==> src/rtl/dspctl_pkg.sv <==
package dspctl_pkg;
  localparam int unsigned WORD_W   = 16;
  localparam int unsigned NSRC     = 3;
  localparam int unsigned POS_RST  = 0;
  localparam int unsigned POS_DINT = 1;
  localparam int unsigned POS_HALT = 2;
  localparam int unsigned POS_BUSY = 9;
  localparam int unsigned POS_ACK  = 10;
  localparam int unsigned POS_REQ  = 11;

  typedef enum logic [1:0] {
    SRC_AUDIO = 2'd0,
    SRC_AUX   = 2'd1,
    SRC_DSP   = 2'd2
  } src_e;

  function automatic int unsigned stat_pos(input int unsigned src);
    return 3 + 2 * src;
  endfunction

  function automatic int unsigned mask_pos(input int unsigned src);
    return 4 + 2 * src;
  endfunction
endpackage

==> src/rtl/irq_slice.sv <==
module irq_slice (
  input  logic clk,
  input  logic rst_n,
  input  logic set_evt,
  input  logic clr_hit,
  input  logic mask_we,
  input  logic mask_d,
  output logic stat_q,
  output logic mask_q,
  output logic req
);
  always_ff @(posedge clk) begin
    if (!rst_n) begin
      stat_q <= 1'b0;
      mask_q <= 1'b0;
    end else begin
      stat_q <= set_evt | (stat_q & ~clr_hit);
      if (mask_we) mask_q <= mask_d;
    end
  end

  assign req = stat_q & mask_q;
endmodule

==> src/rtl/reset_timer.sv <==
module reset_timer #(
  parameter int unsigned RST_CYC = 4
) (
  input  logic clk,
  input  logic rst_n,
  input  logic start,
  output logic active
);
  localparam int unsigned CNT_W = $clog2(RST_CYC + 1);
  localparam logic [CNT_W-1:0] LOAD = CNT_W'(RST_CYC);

  logic [CNT_W-1:0] left_q;

  always_ff @(posedge clk) begin
    if (!rst_n)                 left_q <= '0;
    else if (start)             left_q <= LOAD;
    else if (left_q != '0)      left_q <= left_q - 1'b1;
  end

  assign active = (left_q != '0);
endmodule

==> src/rtl/settle_pipe.sv <==
module settle_pipe #(
  parameter int unsigned DEPTH = 2
) (
  input  logic clk,
  input  logic rst_n,
  input  logic d,
  output logic q
);
  generate
    if (DEPTH == 0) begin : g_wire
      assign q = d;
    end else begin : g_regs
      logic [DEPTH-1:0] st_q;
      always_ff @(posedge clk) begin
        if (!rst_n) st_q <= '1;
        else if (DEPTH == 1) st_q <= d;
        else st_q <= {st_q[DEPTH-2:0], d};
      end
      assign q = st_q[DEPTH-1];
    end
  endgenerate
endmodule

==> src/rtl/dspctl_reg.sv <==
module dspctl_reg
  import dspctl_pkg::*;
#(
  parameter int unsigned        ADDR_W     = 4,
  parameter logic [ADDR_W-1:0]  REG_ADDR   = 4'hA,
  parameter int unsigned        RST_CYC    = 4,
  parameter int unsigned        SETTLE_CYC = 2
) (
  input  logic              clk,
  input  logic              rst_n,
  input  logic              wr_en,
  input  logic              rd_en,
  input  logic [ADDR_W-1:0] addr,
  input  logic [15:0]       wdata,
  output logic [15:0]       rdata,
  input  logic              ev_audio_dma,
  input  logic              ev_aux_dma,
  input  logic              ev_dsp_irq,
  input  logic              dsp_dma_busy,
  output logic              dsp_reset,
  output logic              dsp_halt,
  output logic              dsp_irq_req,
  output logic              cpu_irq
);
  logic            hit, reg_we;
  logic [NSRC-1:0] evt, stat_v, mask_v, req_v;
  logic            dint_q, halt_q, req_bit_q, ack_bit;
  logic            unused_wbits;

  assign hit    = (addr == REG_ADDR);
  assign reg_we = wr_en & hit;

  always_comb begin
    evt           = '0;
    evt[SRC_AUDIO] = ev_audio_dma;
    evt[SRC_AUX]   = ev_aux_dma;
    evt[SRC_DSP]   = ev_dsp_irq;
  end

  genvar gi;
  generate
    for (gi = 0; gi < NSRC; gi++) begin : g_src
      irq_slice u_slice (
        .clk     (clk),
        .rst_n   (rst_n),
        .set_evt (evt[gi]),
        .clr_hit (reg_we & wdata[stat_pos(gi)]),
        .mask_we (reg_we),
        .mask_d  (wdata[mask_pos(gi)]),
        .stat_q  (stat_v[gi]),
        .mask_q  (mask_v[gi]),
        .req     (req_v[gi])
      );
    end
  endgenerate

  reset_timer #(.RST_CYC(RST_CYC)) u_rst (
    .clk    (clk),
    .rst_n  (rst_n),
    .start  (reg_we & wdata[POS_RST]),
    .active (dsp_reset)
  );

  always_ff @(posedge clk) begin
    if (!rst_n) begin
      dint_q    <= 1'b0;
      halt_q    <= 1'b0;
      req_bit_q <= 1'b1;
    end else if (reg_we) begin
      dint_q    <= wdata[POS_DINT];
      halt_q    <= wdata[POS_HALT];
      req_bit_q <= wdata[POS_REQ];
    end
  end

  settle_pipe #(.DEPTH(SETTLE_CYC)) u_settle (
    .clk   (clk),
    .rst_n (rst_n),
    .d     (req_bit_q),
    .q     (ack_bit)
  );

  assign dsp_halt    = halt_q;
  assign dsp_irq_req = dint_q;
  assign cpu_irq     = |req_v;

  always_comb begin
    rdata = '0;
    if (rd_en && hit) begin
      rdata[POS_RST]  = dsp_reset;
      rdata[POS_DINT] = dint_q;
      rdata[POS_HALT] = halt_q;
      for (int i = 0; i < NSRC; i++) begin
        rdata[stat_pos(i)] = stat_v[i];
        rdata[mask_pos(i)] = mask_v[i];
      end
      rdata[POS_BUSY] = dsp_dma_busy;
      rdata[POS_ACK]  = ack_bit;
      rdata[POS_REQ]  = req_bit_q;
    end
  end

  assign unused_wbits = ^{wdata[15:12], wdata[POS_ACK], wdata[POS_BUSY]};
endmodule

==> config.mk <==
export PLATFORM = sky130hd
export DESIGN_NAME = dspctl_reg
export DESIGN_NICKNAME = d
export VERILOG_FILES = /design/src/rtl/dspctl_pkg.sv /design/src/rtl/irq_slice.sv /design/src/rtl/reset_timer.sv /design/src/rtl/settle_pipe.sv /design/src/rtl/dspctl_reg.sv
export SDC_FILE = /design/constraint.sdc
export NUM_CORES = 1
export LEC_CHECK = 0
export ABC_AREA = 1
export BUFFER_PORTS_ARGS = -buffer_cell sky130_fd_sc_hd__buf_2
export CAP_MARGIN = 10
export CORE_MARGIN = 2
export CORE_UTILIZATION = 40
export DETAILED_ROUTE_END_ITERATION = 6
export PLACE_DENSITY = 0.77
export SKIP_CTS_REPAIR_TIMING = 1
export SYNTH_ARGS = -nofsm -noshare
export SYNTH_HDL_FRONTEND = slang
export SYNTH_SLANG_ARGS = --single-unit
==> constraint.sdc <==
create_clock -name clk -period 1.4 [get_ports clk]
set_input_delay 0.28 -clock clk [delete_from_list [all_inputs] [get_ports clk]]
set_output_delay 0.28 -clock clk [all_outputs]
set_load 0.01 [all_outputs]
==> flow_results.xml <==
<?xml version="1.0" encoding="UTF-8"?>
<metrics>
  <group name="run_status">
    <metric name="run_status" unit="">finished with violations</metric>
    <metric name="failed_checks" unit="">negative setup slack</metric>
  </group>
  <group name="hold_path">
    <metric name="whs_endpoint" unit="">g_src[0].u_slice.mask_q</metric>
    <metric name="worst_hold_startpoint" unit="">wdata[4]</metric>
    <metric name="min-delay-path-class" unit="">input pin to flip-flop</metric>
    <metric name="hold_path_depth" unit="">3</metric>
  </group>
  <group name="global_route">
    <metric name="antenna_found_initial" unit="">0</metric>
    <metric name="global_route_wire_length_before_repair" unit="um">2150</metric>
    <metric name="number_of_global_route_vias_before_repair" unit="">577</metric>
    <metric name="grt_overflow_total" unit="">0</metric>
    <metric name="largest_net_degree_at_the_start_of_global_routing" unit="">14</metric>
    <metric name="grtUsageTotal" unit="">0.136</metric>
  </group>
  <group name="synth">
    <metric name="synth_most_common_cell" unit="">sky130_fd_sc_hd__nor2_1</metric>
    <metric name="syn-instance-count" unit="">108</metric>
    <metric name="yosys.area.top_type" unit="">sky130_fd_sc_hd__dfxtp_1</metric>
    <metric name="synth.top_cell.area_share" unit="">0.380</metric>
    <metric name="synth-seq-area-share" unit="">0.380</metric>
    <metric name="synthesis.yosys.warnings" unit="">0</metric>
    <metric name="yosys.cell_types.count" unit="">21</metric>
    <metric name="synth.top_cells.by_count" unit="">26 x sky130_fd_sc_hd__nor2_1, 22 x sky130_fd_sc_hd__inv_1, 17 x sky130_fd_sc_hd__nand2_1</metric>
    <metric name="synth.area.top_cells" unit="">sky130_fd_sc_hd__dfxtp_1 38%, sky130_fd_sc_hd__nor2_1 13%, sky130_fd_sc_hd__inv_1 11%</metric>
    <metric name="syn-cell-area" unit="sq um">737</metric>
    <metric name="asyncSetResetFlopFracSynth" unit="">0</metric>
    <metric name="synthFlopType" unit="">sky130_fd_sc_hd__dfxtp_1</metric>
    <metric name="synth_enable_flop_cells" unit="">0</metric>
    <metric name="avgSynthCellArea" unit="sq um">6.82</metric>
    <metric name="synth_seq_cells" unit="">14</metric>
  </group>
  <group name="die">
    <metric name="die-area" unit="sq um">2200</metric>
    <metric name="design.core.area" unit="sq um">1730</metric>
    <metric name="initial_core_util" unit="">0.427</metric>
    <metric name="io_pins" unit="">48</metric>
    <metric name="num_rows" unit="">15</metric>
    <metric name="die_x" unit="um">46.9</metric>
    <metric name="die_height" unit="um">46.9</metric>
  </group>
  <group name="cells_and_area">
    <metric name="fill_cells" unit="">178</metric>
    <metric name="layout_cell_share_with_drive_strength_beyond_1" unit="">0.376</metric>
    <metric name="final_net_count" unit="">182</metric>
    <metric name="finalCoreUtilization" unit="">0.583</metric>
    <metric name="seq_area" unit="sq um">283</metric>
    <metric name="multi_input_logic_area" unit="sq um">363</metric>
    <metric name="filler_free_cell_count_of_the_finished_design" unit="">174</metric>
    <metric name="synthToLayoutAreaGrowth" unit="%">36.7</metric>
    <metric name="number_of_diodes_added_for_antenna_fixing" unit="">0</metric>
  </group>
  <group name="clock_network">
    <metric name="cts_sinks" unit="">14</metric>
    <metric name="tritoncts.num_buffers" unit="">3</metric>
    <metric name="path_clk_slew" unit="ns">0.08</metric>
    <metric name="ctsRootBufferMaster" unit="">sky130_fd_sc_hd__clkbuf_4</metric>
    <metric name="clock_insertion_delay_worst_skew" unit="ns">0.27</metric>
    <metric name="htree_num_levels" unit="">1</metric>
    <metric name="clock_tree_from_tritoncts" unit="">built</metric>
    <metric name="ctsLongestPathBuffers" unit="">2</metric>
  </group>
  <group name="timing">
    <metric name="final_worst_setup_slack" unit="ns">-0.0507</metric>
    <metric name="final.setup_skew" unit="ns">0.00169</metric>
    <metric name="fmax" unit="MHz">689</metric>
    <metric name="period_share" unit="">1.04</metric>
    <metric name="rsz_0062_raised_after_global_routing" unit="">yes</metric>
    <metric name="setup_violations" unit="">2</metric>
    <metric name="hold_viol" unit="">0</metric>
    <metric name="finalWorstPathRequiredPeriod" unit="ns">1.45</metric>
    <metric name="finalMaxSlewViolations" unit="">0</metric>
    <metric name="fin_hold_ws" unit="ns">0.231</metric>
  </group>
  <group name="routing">
    <metric name="drtIter0Drc" unit="">5</metric>
    <metric name="dr_total_vias" unit="">739</metric>
    <metric name="routed_wire_length_per_instance" unit="um">8.48</metric>
    <metric name="drtPass1Iterations" unit="">4</metric>
    <metric name="routed_via_density" unit="">4.25</metric>
    <metric name="routed_wl" unit="um">1480</metric>
    <metric name="detail-route-antenna-nets" unit="">0</metric>
    <metric name="remaining_drc_errors" unit="">0</metric>
  </group>
  <group name="critical_path">
    <metric name="crit_family" unit="">flip-flops</metric>
    <metric name="critical_path.max_stage_delay" unit="ns">0.34</metric>
    <metric name="worstPathBufferInverterCount" unit="">2</metric>
    <metric name="required" unit="ns">1.12</metric>
    <metric name="critPathMaxFanout" unit="">3</metric>
    <metric name="rr_worst_depth" unit="">6</metric>
    <metric name="reg2reg_from" unit="">u_rst.left_q[0]</metric>
    <metric name="worst_setup_path_start_kind" unit="">flip-flop</metric>
    <metric name="worstReg2RegEnd" unit="">u_rst.left_q[0]</metric>
    <metric name="critical_path_end_type" unit="">output pin</metric>
    <metric name="crit_type" unit="">flip-flop to output pin</metric>
    <metric name="setup.reg_to_reg.worst_slack" unit="ns">0.17</metric>
    <metric name="critical_path_arrival" unit="ns">1.17</metric>
    <metric name="critical_path.most_common_cell" unit="">sky130_fd_sc_hd__ha_4</metric>
    <metric name="timing.critical_path.slowest_stage_cell" unit="">sky130_fd_sc_hd__dfxtp_2</metric>
    <metric name="crit_path_cell_trace" unit="">inv_2, ha_4, ha_4, nor2_2, buf_2</metric>
  </group>
  <group name="place">
    <metric name="dp.final_hpwl" unit="um">1150</metric>
    <metric name="globalplace.congestion" unit="">0.744</metric>
    <metric name="place.port_buffers" unit="">37</metric>
    <metric name="numPlacedInstances" unit="">169</metric>
    <metric name="worst_setup_slack_after_placement" unit="ns">0.0562</metric>
  </group>
  <group name="run">
    <metric name="cap_viol_max_count" unit="">0</metric>
  </group>
  <group name="power">
    <metric name="final_total_power" unit="mW">1.01</metric>
    <metric name="largest_voltage_drop_on_the_vdd_net" unit="V">0.000673</metric>
    <metric name="power.leakage" unit="nW">0.585</metric>
    <metric name="power-per-cell-area" unit="nW/um^2">1010</metric>
  </group>
</metrics>
[cells in the final DEF, fill, tap and decap left out]
| cell | n |
|---|---|
| sky130_fd_sc_hd__nor2_4 | 1 |
| sky130_fd_sc_hd__ha_1 | 1 |
| sky130_fd_sc_hd__dfxtp_1 | 12 |
| sky130_fd_sc_hd__nand3_4 | 1 |
| sky130_fd_sc_hd__nor3_1 | 2 |
| sky130_fd_sc_hd__buf_4 | 4 |
| sky130_fd_sc_hd__clkbuf_4 | 3 |
| sky130_fd_sc_hd__xor2_1 | 1 |
| sky130_fd_sc_hd__buf_6 | 1 |
| sky130_fd_sc_hd__ha_4 | 2 |
| sky130_fd_sc_hd__buf_2 | 36 |
| sky130_fd_sc_hd__o21ai_1 | 1 |
| sky130_fd_sc_hd__inv_2 | 4 |
| sky130_fd_sc_hd__nor2_1 | 25 |
| sky130_fd_sc_hd__or2_2 | 1 |
| sky130_fd_sc_hd__nor2_2 | 1 |
| sky130_fd_sc_hd__dfxtp_2 | 2 |
| sky130_fd_sc_hd__o21ai_0 | 1 |
| sky130_fd_sc_hd__inv_1 | 19 |
| sky130_fd_sc_hd__nand2_1 | 17 |
| sky130_fd_sc_hd__conb_1 | 4 |
| sky130_fd_sc_hd__o221ai_1 | 1 |
| sky130_fd_sc_hd__nand4_1 | 3 |
| sky130_fd_sc_hd__nand3_1 | 1 |
| sky130_fd_sc_hd__a21oi_1 | 5 |
[state kept, by name, summed over array words and instances, names as in the netlist]
name	count
u_settle.g_regs.st_q	2
g_src.u_slice.stat_q	3
dsp_halt	1
g_src.u_slice.mask_q	3
dsp_irq_req	1
u_rst.left_q	3
req_bit_q	1
[logic make-up after synthesis]
group | share of synthesized area
AOI/OAI and AO/OA | 0.0594
xor gates and xnor gates | 0.0119
adders and majority gates | 0.0509
buffers and inverters | 0.180
DFF | 0.380
other | 0.00509
and+or+nand+nor | 0.312
[worst min-delay path, cell delays in order]
cell and delay (ns):
sky130_fd_sc_hd__buf_2 0.07, sky130_fd_sc_hd__nor2_1 0.03, sky130_fd_sc_hd__nor2_1 0.08
[stage by stage]
step / setup TNS, ns / cell area [sq um]
global route: -0.211 / 1010
global placement: 0 / 933
detailed placement: 0 / 933
CTS: -0.490 / 956
finish: -0.0720 / 1010
floorplan: 0 / 748
[layer usage]
metal	share of wire	vias to the layer above	GRT usage
met3	0.074	0	0.0231
li1	-	397	-
met5	0	-	0
met4	0	0	0.0667
met1	0.44	317	0.153
met2	0.49	25	0.247
[worst max path at each step]
| stage | slack, ns | depth (start not counted) | from | endpoint |
|---|---|---|---|---|
| after floorplan | 0.14 | 7 | u_rst.left_q[0] | u_rst.left_q[2] |
| after global placement | 0.08 | 5 | u_rst.left_q[0] | rdata[0] |
| after detailed placement | 0.06 | 5 | u_rst.left_q[0] | rdata[0] |
| after CTS | -0.25 | 5 | u_rst.left_q[0] | rdata[0] |
| after global routing | -0.13 | 5 | u_rst.left_q[0] | rdata[0] |
| final | -0.05 | 5 | u_rst.left_q[0] | rdata[0] |
[area by class of cell]
cell class / count / area share
Clock buffer: 3 / 0.0224
Inverter: 23 / 0.0857
Multi-Input combinational cell: 68 / 0.360
Sequential cell: 14 / 0.281
Tap cell: 25 / 0.0311
Timing Repair Buffer: 41 / 0.220
[power by group]
group	switching (mW)	internal [mW]	leakage [nW]
Combinational	0.169	0.181	0.456
Clock	0.115	0.0994	0.0138
Sequential	0.0177	0.431	0.115
No activity file was read; power rests on OpenSTA's default activity.
